### src/rtl/mcmp_pkg.sv
// Shared types for the tree comparator.
// Assumes: nothing beyond standard SystemVerilog.
package mcmp_pkg;

    // Relation code carried on every tree edge: greater flag and equal flag.
    typedef struct packed {
        logic gt;
        logic eq;
    } rel_t;

    // True when v is a power of two that is at least 1.
    function automatic bit is_pow2(input int v);
        return (v >= 1) && ((v & (v - 1)) == 0);
    endfunction

endpackage

### src/rtl/mcmp_leaf.sv
// Single-bit classifier: turns one bit pair into a relation code.
// Assumes: a_bit and b_bit come from the same bit position.
module mcmp_leaf
    import mcmp_pkg::*;
(
    input  logic a_bit,
    input  logic b_bit,
    output rel_t code
);

    // Classify the pair: A wins, B wins, or the bits match.
    always_comb begin
        code.gt = a_bit & ~b_bit;
        code.eq = ~(a_bit ^ b_bit);
    end

endmodule

### src/rtl/mcmp_merge.sv
// Two-input merge node: the upper half decides unless it reports a match.
// Assumes: hi covers more significant bits than lo.
module mcmp_merge
    import mcmp_pkg::*;
(
    input  rel_t hi,
    input  rel_t lo,
    output rel_t y
);

    // Select the lower code only when the upper code says equal.
    always_comb begin
        y = hi.eq ? lo : hi;
    end

endmodule

### src/rtl/mcmp_tree.sv
// Combinational balanced comparison tree of N leaves and N-1 merge nodes.
// Heap layout: node k has children 2k (upper) and 2k+1 (lower); leaves sit
// at N..2N-1 with the most significant bit at index N; the root is node 1.
// Assumes: N is a power of two (checked at the top).
module mcmp_tree
    import mcmp_pkg::*;
#(
    parameter int N = 8
) (
    input  logic [N-1:0] a,
    input  logic [N-1:0] b,
    output rel_t         root
);

    localparam int NODES = 2 * N - 1;

    rel_t node [1:NODES];

    // One classifier per bit position, most significant bit first.
    for (genvar j = 0; j < N; j++) begin : g_leaf
        mcmp_leaf u_leaf (
            .a_bit (a[N-1-j]),
            .b_bit (b[N-1-j]),
            .code  (node[N+j])
        );
    end

    // Merge nodes, log2(N) levels between the leaves and the root.
    for (genvar k = 1; k < N; k++) begin : g_merge
        mcmp_merge u_merge (
            .hi (node[2*k]),
            .lo (node[2*k+1]),
            .y  (node[k])
        );
    end

    assign root = node[1];

endmodule

### src/rtl/mag_compare_tree.sv
// Registered unsigned magnitude comparator built on a log-depth tree.
// Operands load on a strobe; the flags are registered one edge later.
// Assumes: N is a power of two >= 1; the reset is synchronous, active low.
module mag_compare_tree
    import mcmp_pkg::*;
#(
    parameter int N = 8
) (
    input  logic         clk,
    input  logic         rst_n,
    input  logic         load,
    input  logic [N-1:0] op_a,
    input  logic [N-1:0] op_b,
    output logic         a_gt_b,
    output logic         a_eq_b
);

    // Stop elaboration for widths the tree cannot split evenly.
    if (!is_pow2(N)) begin : g_bad_width
        $error("mag_compare_tree: N must be a power of two >= 1");
    end

    logic [N-1:0] a_q;
    logic [N-1:0] b_q;
    rel_t         root;

    // Operand capture on the load strobe.
    always_ff @(posedge clk) begin
        if (!rst_n) begin
            a_q <= '0;
            b_q <= '0;
        end else if (load) begin
            a_q <= op_a;
            b_q <= op_b;
        end
    end

    mcmp_tree #(.N(N)) u_tree (
        .a    (a_q),
        .b    (b_q),
        .root (root)
    );

    // Output register for the root code.
    always_ff @(posedge clk) begin
        if (!rst_n) begin
            a_gt_b <= 1'b0;
            a_eq_b <= 1'b0;
        end else begin
            a_gt_b <= root.gt;
            a_eq_b <= root.eq;
        end
    end

    // a load edge stores the presented operands
    p_capture_r1: assert property (@(posedge clk) disable iff (!rst_n)
        load |=> (a_q == $past(op_a)) && (b_q == $past(op_b)));

    // without load the operand registers hold
    p_hold_r1: assert property (@(posedge clk) disable iff (!rst_n)
        !load |=> $stable(a_q) && $stable(b_q));

    // greater flag matches the operator on last cycle's operands
    p_gt_ref_r3: assert property (@(posedge clk) disable iff (!rst_n)
        $past(rst_n) |-> (a_gt_b == ($past(a_q) > $past(b_q))));

    // equal flag matches full equality of last cycle's operands
    p_eq_ref_r4: assert property (@(posedge clk) disable iff (!rst_n)
        $past(rst_n) |-> (a_eq_b == ($past(a_q) == $past(b_q))));

    // the two flags are mutually exclusive
    p_excl_r5: assert property (@(posedge clk) disable iff (!rst_n)
        $onehot0({a_gt_b, a_eq_b}));

endmodule

### config.mk
export PLATFORM = sky130hd
export DESIGN_NAME = mag_compare_tree
export DESIGN_NICKNAME = d
export VERILOG_FILES = /design/src/rtl/mcmp_pkg.sv /design/src/rtl/mcmp_leaf.sv /design/src/rtl/mcmp_merge.sv /design/src/rtl/mcmp_tree.sv /design/src/rtl/mag_compare_tree.sv
export SDC_FILE = /design/constraint.sdc
export NUM_CORES = 1
export LEC_CHECK = 0
export ABC_AREA = 1
export BUFFER_PORTS_ARGS = -buffer_cell sky130_fd_sc_hd__buf_2
export CORE_UTILIZATION = 48
export CTS_CLUSTER_DIAMETER = 100
export DETAILED_ROUTE_END_ITERATION = 8
export PLACE_DENSITY = 0.71
export SETUP_SLACK_MARGIN = 0.2
export SLEW_MARGIN = 10
export SYNTH_ARGS = -nofsm -noshare
export SYNTH_HDL_FRONTEND = slang
export SYNTH_HIERARCHICAL = 1
export SYNTH_SLANG_ARGS = --single-unit
### constraint.sdc
create_clock -name clk -period 2.3 [get_ports clk]
set_input_delay 0.46 -clock clk [delete_from_list [all_inputs] [get_ports clk]]
set_output_delay 0.46 -clock clk [all_outputs]
set_load 0.03 [all_outputs]
==> results of run 1 <==
[area by class of cell]
class | instances | area (sq um)
timing repair buffer | 20 | 100
inverter | 40 | 150
sequential | 18 | 360
fill | 203 | 848
tap | 27 | 33.8
multi-input combinational | 102 | 453
clock buffer | 4 | 36.3
[cell families (layout without fill, tap and decap cells)]
logic type	Yosys count	count (layout)	synth area share
AND/OR/NAND/NOR	94	94	0.349
buffers and inverters	45	64	0.197
flip-flops	18	18	0.356
adder cells (fa/ha/maj)	8	8	0.0989
[through the flow]
| stage | area (sq um) | setup slack (ps) | instances |
|---|---|---|---|
| after detailed placement | 1100 | 1040 | 207 |
| after CTS | 1130 | 1020 | 211 |
| after global placement | 1100 | 1070 | 207 |
| final | 1130 | 1010 | 211 |
| after global routing | 1130 | 838 | 211 |
| after floorplan | 1010 | 1140 | 165 |
[worst paths after layout]
path,endpoint,slack (ps),depth (start not counted)
min,b_q[4]$_SDFFE_PN0P_,440,5
min reg2reg,b_q[3]$_SDFFE_PN0P_,470,2
max reg2reg,a_gt_b$_SDFF_PN0_,1010,11
max,a_gt_b$_SDFF_PN0_,1010,11
[critical path: cells and delay by family (launching register included)]
kind	cells	cell delay, ps
flops	1	350
simple gates	5	250
fa+ha+maj	1	310
buf+inv	5	290
[where the power goes]
group	leakage (nW)	total, mW	switching (mW)	internal (mW)
registers	0.149	0.344	0.0105	0.333
logic	0.582	0.134	0.0786	0.0557
clock network	0.0210	0.197	0.100	0.0964
total	0.752	0.675	0.189	0.485
[flip-flops by register name, summed over array words and instances, names as in the netlist]
name and flops:
a_q 8, a_eq_b 1, a_gt_b 1, b_q 8
[cell usage in the layout (no fill, tap or decap), drive strengths merged]
| cell | netlist | routed |
|---|---|---|
| buf | 5 | 20 |
| nand2 | 62 | 62 |
| dfxtp | 18 | 18 |
| nor2 | 32 | 32 |
| ha | 8 | 8 |
| clkbuf | 0 | 4 |
| inv | 40 | 40 |
[metal layers]
layer | track usage | share of wire | up-vias
met5 | 0 | 0 | -
met4 | 0.0833 | 0.012 | 0
met3 | 0.0453 | 0.034 | 4
met2 | 0.224 | 0.43 | 20
met1 | 0.213 | 0.53 | 333
li1 | - | - | 499
==> flow_summary.ini, run 1 <==
[status]
status = finished clean

[synth]
syn_avg_cell_area_sq_um = 6.13
yosysTopAreaCell = dfxtp_1
ys_seq_elements = 18
syn_area_sq_um = 1010
synthTopCellsByArea = dfxtp_1 (36%), nand2_1 (23%), inv_1 (15%), nor2_1 (12%), ha_1 (9.9%)
syn_nets = 192
seq_area_frac_synth = 0.356
synthArstFlopShare = 0
yosys_most_used_dff = dfxtp_1
yosysWarnings = 6
synth.distinct_cells = 7
ys_top_cells_by_count = nand2_1 (62), inv_1 (40), nor2_1 (32)
synth_most_common_cell = nand2_1
synth_edf_count = 0
yosys.area.top_type_share = 0.356
synth_cells = 165

[die]
fp.dieH_microns = 47.9
die_w_microns = 47.9
io_pins = 21
die_area_sq_um = 2300
rows = 16
coreArea_sq_um = 1980
start_util = 0.511

[layout]
area_growth_pct = 12.0
drive_above_1_share = 0.130
nets = 212
utilization = 0.572
diodes = 0

[power_and_ir_drop]
irDropWorstVdd_uv = 346
design_power_total_mw = 0.675
p_leak_nw = 0.752
p_per_area_nw_per_um2 = 595

[grt]
grt_max_degree = 33
antenna_found_initial = 0
grt-ovfl-total = 0
grt_pass1_wl_microns = 2480
grt_pass1_vias = 645
grt_util_all_layers = 0.157

[route]
wl_per_cell_microns = 7.27
drtAntennaViolNets = 0
vias_per_cell = 4.06
wirelength_microns = 1540
vias = 856
drc = 0
drtIter0Drc = 10
dr.pass1.iters = 4

[cts]
cts_made_buffers = 3
post_cts_buffers = 0
clock-sinks = 18
cts_tree = done
ctsHtreeMaxLevel = 1
cts_hold_buf = 0
cts-resized-gates = 0
clk_latency_ps = 290
cts_buffer_depth = 2
clk_pin_slew_ps = 110
root_buffer = clkbuf_4

[placed_design]
place_hpwl_microns = 1110
gp_congestion = 0.709
port_buffers = 20

[timing]
min_period_ps = 1290
setup_viol = 0
rsz0062_at_grt = no
worst_slew_pin_slew_ps = 514
fin_crit_sh = 0.561
max_freq_mhz = 776
skew_ps = 1.76
timing.setup.tns_ps = 0
maxSlewViolCount = 0
hold_viol = 0
holdWs_ps = 445
slew_headroom = 0.657

[worst_hold_path]
hold_path_startpoint = op_b[4]
hold_path_class = primary input to register

[worst_setup_path]
cp_cell_sequence = inv_1 -> ha_1 -> nand2_1 -> inv_1 -> nand2_1 -> inv_1 -> inv_1 -> nand2_1 -> nand2_1 -> nand2_1 -> inv_1
slowest_stage = dfxtp_1
worstPathArrival_ps = 1490
reg2reg_from = b_q[7]$_SDFFE_PN0P_
cp_max_fo = 3
cp-startpoint = b_q[7]$_SDFFE_PN0P_
cp-end-kind = register
crit_type = register to register
critPathLaunchType = register
required_ps = 2500
slowest_delay_ps = 350

[flow_run]
maxCapViolCount = 0
(Power assumes the default switching activity.)
==> inputs of run 2 (changes only) <==
CORE_UTILIZATION = 47   (was 48)
PLACE_DENSITY = 0.73   (was 0.71)
clock period = 1.16 ns   (was 2.3 ns; I/O delays follow)
==> run 2 against run 1 <==
Compared with the run above: the run now ends with negative setup slack left; fmax increased by 6.9%; clock power grew 51%; cell count stayed put; power rose by 100%; critical endpoint unchanged.
==> flow_summary.ini, run 2 (synthesis results as in run 1) <==
[status]
status = finished, violations left
violations = negative setup slack

[cts]
clock-sinks = 18
root_buffer = clkbuf_4
cts_made_buffers = 3
clk_pin_slew_ps = 100
cts_buffer_depth = 2
clk_latency_ps = 290
cts_tree = done
ctsHtreeMaxLevel = 1

[timing]
max_freq_mhz = 829
holdWs_ps = 218
min_period_ps = 1210
rsz0062_at_grt = yes
setup_viol = 1
fin_crit_sh = 1.04
maxSlewViolCount = 0
slew_headroom = 0.783
timing.setup.tns_ps = -45.9
final.setup.worst_slack_ps = -45.9
worst_slew_pin_slew_ps = 325
hold_viol = 0
skew_ps = 4.00

[power_and_ir_drop]
design_power_total_mw = 1.35
p_leak_nw = 0.754
p_sw_mw = 0.404
pwr-share-seq = 0.515
clockPowerShare = 0.220
internal_power_mw = 0.948
combPwrFrac = 0.264
swShare = 0.299
p_per_area_nw_per_um2 = 1070
irDropWorstVdd_uv = 712

[route]
drtIter0Drc = 11
wirelength_microns = 1840
drc = 0
vias = 915
vias_per_cell = 4.34
dr.pass1.iters = 4
wl_per_cell_microns = 8.71
drtAntennaViolNets = 0

[die]
die_area_sq_um = 2340
fp.dieH_microns = 48.4
io_pins = 21
start_util = 0.506
rows = 16
coreArea_sq_um = 2000
die_w_microns = 48.4

[layout]
area_growth_pct = 25.3
final_cell_mix = nand2_1 (55), nor2_1 (32), inv_1 (29)
layout_commonest_cell = nand2_1
top_regs = a_q: 8 flops, b_q: 8 flops
stdcell_area_sq_um = 1270
drive_above_1_share = 0.315
nets = 213
instances_no_fill = 211
diodes = 0

[placed_design]
port_buffers = 20
place_area_sq_um = 1160
gp_congestion = 0.729
dp.cells = 208
place_hpwl_microns = 1260

[grt]
grt_util_met2 = 0.319
grt-ovfl-total = 0
grt-busiest-layer = met2
grt_max_degree = 33
grt_util_all_layers = 0.179
grt_pass1_vias = 837
use_met1 = 0.200
grt_pass1_wl_microns = 3230
antenna_found_initial = 0
grtUsageMet3 = 0.0377

[worst_setup_path]
slowest_delay_ps = 330
required_ps = 1350
cp_max_fo = 3
critPathLaunchType = register
crit_top_cell = nand2_1
slowest_stage = dfxtp_2
path_delay_family = simple AND/OR/NAND/NOR gates
cp.buffers_inverters = 3
cp-end-kind = register
crit_type = register to register
worstPathArrival_ps = 1400
cp_cell_sequence = inv_1 -> ha_4 -> inv_1 -> nand2_1 -> nand2_1 -> nand2_2 -> nand2_2 -> nand2_1 -> nand2_1 -> nand2_1 -> inv_1

[worst_hold_path]
hold_path_class = primary input to register

[flow_run]
maxCapViolCount = 0
## run 2: per-stage QoR
| step | utilization | setup slack, ps |
|---|---|---|
| 3_3_place_gp | 0.578 | -25.7 |
| 5_1_grt | 0.634 | -116 |
| 3_5_place_dp | 0.578 | -38.3 |
| 2_1_floorplan | - | 38.8 |
| 4_1_cts | 0.614 | -14.3 |
| 6_report | 0.634 | -45.9 |
## run 2: final timing paths
kind	start	end	slack, ps	cells after the start
setup / recovery	b_q[1]$_SDFFE_PN0P_	a_gt_b$_SDFF_PN0_	-50	11
hold reg to reg	b_q[4]$_SDFFE_PN0P_	b_q[4]$_SDFFE_PN0P_	480	2
hold / removal	op_b[7]	b_q[7]$_SDFFE_PN0P_	220	5
setup reg to reg	b_q[1]$_SDFFE_PN0P_	a_gt_b$_SDFF_PN0_	-50	11
## run 2: power groups by stage
stage / registers [mW] / clock network [mW] / logic (mW)
after global placement: 0.700 / 0 / 0.280
after detailed placement: 0.702 / 0 / 0.297
final: 0.696 / 0.298 / 0.358
after floorplan: 0.706 / 0 / 0.219
after global routing: 0.703 / 0.349 / 0.410
after CTS: 0.694 / 0.313 / 0.325
## run 2: tightest hold or removal path: cells and delay by family
| family | cells | cell delay (ps) |
|---|---|---|
| simple gates | 3 | 120 |
| buf+inv | 2 | 130 |
## run 2: final cells by class
class	instances	area (sq um)
well taps	27	33.8
flip-flops and latches	18	372
multi-input cells	102	558
inverters	40	150
fillers	198	733
repair buffers	21	133
clock buffers	3	22.5
## run 2: metal layers
metal	part of all wire	up-vias
li1	-	502
met1	0.42	379
met3	0.050	6
met5	0	-
met2	0.50	28
met4	0.024	0
## run 2: what timing repair did
action / 4_1_cts / 5_1_grt
gates resized for setup: 20 / 11
hold buffers: 0 / 0
setup buffers: 0 / 0
pin swaps: 10 / 10
setup endpoints to repair: 4 / 4
==> inputs of run 3 (changes only) <==
MAX_ROUTING_LAYER = met4   (was unset)
PLACE_DENSITY = 0.71   (was 0.73)
==> run 3 against run 2 <==
Compared with the run above: the run still ends with negative setup slack left; clock skew decreased by 1.0 ps; critical path depth did not move; global-route usage up 0.18 points; critical endpoint unchanged; largest power group unchanged.
==> flow_summary.ini, run 3 (synthesis results as in run 1) <==
[status]
status = finished, violations left
violations = negative setup slack

[layout]
diodes = 0
final_cell_mix = nand2_1 (55), nor2_1 (32), inv_1 (29)
utilization = 0.638
area_growth_pct = 26.2
top_regs = a_q: 8 flops, b_q: 8 flops
nets = 214
drive_above_1_share = 0.324
fillers = 204
layout_commonest_cell = nand2_1

[route]
drc = 0
drtAntennaViolNets = 0
vias = 891
vias_per_cell = 4.20
drtIter0Drc = 7
wirelength_microns = 1740
wl_per_cell_microns = 8.20
dr.pass1.iters = 2

[grt]
grt_pass1_vias = 826
grt_pass1_wl_microns = 3240
grt-ovfl-total = 0
antenna_found_initial = 0
grt_util_all_layers = 0.180
grt_max_degree = 33

[timing]
holdWs_ps = 223
setup_viol = 1
rsz0062_at_grt = yes
final.setup.worst_slack_ps = -12.1
fin_crit_sh = 1.01
hold_viol = 0
timing.setup.tns_ps = -12.1
slew_headroom = 0.787
min_period_ps = 1170
max_freq_mhz = 853
worst_slew_pin_slew_ps = 319
skew_ps = 2.96
maxSlewViolCount = 0

[worst_setup_path]
slowest_stage = dfxtp_2
cp.buffers_inverters = 5
slowest_delay_ps = 340
cp-end-kind = register
crit_type = register to register
cp_max_fo = 3
critPathLaunchType = register
path_delay_family = flip-flops
worstPathArrival_ps = 1370
required_ps = 1360
cp_cell_sequence = inv_2 -> ha_4 -> nand2_2 -> inv_2 -> nand2_2 -> inv_2 -> inv_1 -> nand2_1 -> nand2_1 -> nand2_1 -> inv_1

[die]
coreArea_sq_um = 2000
rows = 16
die_w_microns = 48.4
io_pins = 21
fp.dieH_microns = 48.4
start_util = 0.506
die_area_sq_um = 2340

[power_and_ir_drop]
irDropWorstVdd_uv = 641
combPwrFrac = 0.259
p_per_area_nw_per_um2 = 1050
design_power_total_mw = 1.35
clockPowerShare = 0.223
p_sw_mw = 0.399
internal_power_mw = 0.947
pwr-share-seq = 0.518
swShare = 0.297
p_leak_nw = 0.759

[flow_run]
maxCapViolCount = 0

[cts]
root_buffer = clkbuf_4
cts_tree = done
ctsHtreeMaxLevel = 1
clock-sinks = 18
clk_pin_slew_ps = 100
cts_made_buffers = 3
cts_buffer_depth = 2
clk_latency_ps = 280
cts_hold_buf = 0

[placed_design]
gp_congestion = 0.715
place_hpwl_microns = 1230
port_buffers = 20

[worst_hold_path]
hold_path_class = primary input to register
run 3: area by class of cell:
type | instances | area [sq um] | area share
Clock buffer | 3 | 22.5 | 0.0176
Tap cell | 27 | 33.8 | 0.0264
Timing Repair Buffer | 22 | 140 | 0.110
Inverter | 40 | 150 | 0.118
Sequential cell | 18 | 373 | 0.292
Multi-Input combinational cell | 102 | 558 | 0.437
run 3: worst paths after layout:
check                      startpoint                   to  slack [ps]  cells after the start
setup / recovery  b_q[7]$_SDFFE_PN0P_    a_gt_b$_SDFF_PN0_         -10                     11
hold / removal                op_a[7]  a_q[7]$_SDFFE_PN0P_         220                      5
setup reg to reg  b_q[7]$_SDFFE_PN0P_    a_gt_b$_SDFF_PN0_         -10                     11
hold reg to reg   b_q[0]$_SDFFE_PN0P_  b_q[0]$_SDFFE_PN0P_         480                      2
run 3: power groups by stage:
| stage | clock network (mW) | registers (mW) | logic [mW] |
|---|---|---|---|
| 3_3_place_gp | 0 | 0.699 | 0.281 |
| 5_1_grt | 0.349 | 0.704 | 0.409 |
| 3_5_place_dp | 0 | 0.702 | 0.293 |
| 2_1_floorplan | 0 | 0.706 | 0.219 |
| 4_1_cts | 0.320 | 0.696 | 0.328 |
| 6_report | 0.301 | 0.697 | 0.349 |
run 3: what timing repair did:
| action | CTS | global route |
|---|---|---|
| pin swaps | 6 | 8 |
| setup buffers | 1 | 0 |
| setup endpoints to repair | 4 | 4 |
| cloned | 0 | 0 |
| resized for setup | 22 | 10 |
run 3: per-layer routing:
layer  vias to the layer above  part of all wire  global-route usage
met2                        16              0.47               0.298
met3                         2             0.030              0.0377
met4                         0            0.0069              0.0735
li1                        501                 -                   -
met5                         -                 0                   -
met1                       372              0.49               0.214
run 3: worst register-to-register path, cell delays in order, from the launching register on:
cell	delay (ps)
dfxtp_2	340
inv_2	40
ha_4	270
nand2_2	50
inv_2	70
nand2_2	50
inv_2	60
inv_1	30
nand2_1	50
nand2_1	40
nand2_1	50
inv_1	40
run 3: stage by stage:
stage          setup slack, ps  instance area, sq um  cells
5_1_grt                  -92.6                  1280    212
3_3_place_gp             -23.9                  1160    208
3_5_place_dp             -39.4                  1160    208
6_report                 -12.1                  1280    212
4_1_cts                  -12.8                  1250    212
2_1_floorplan             38.8                  1050    165
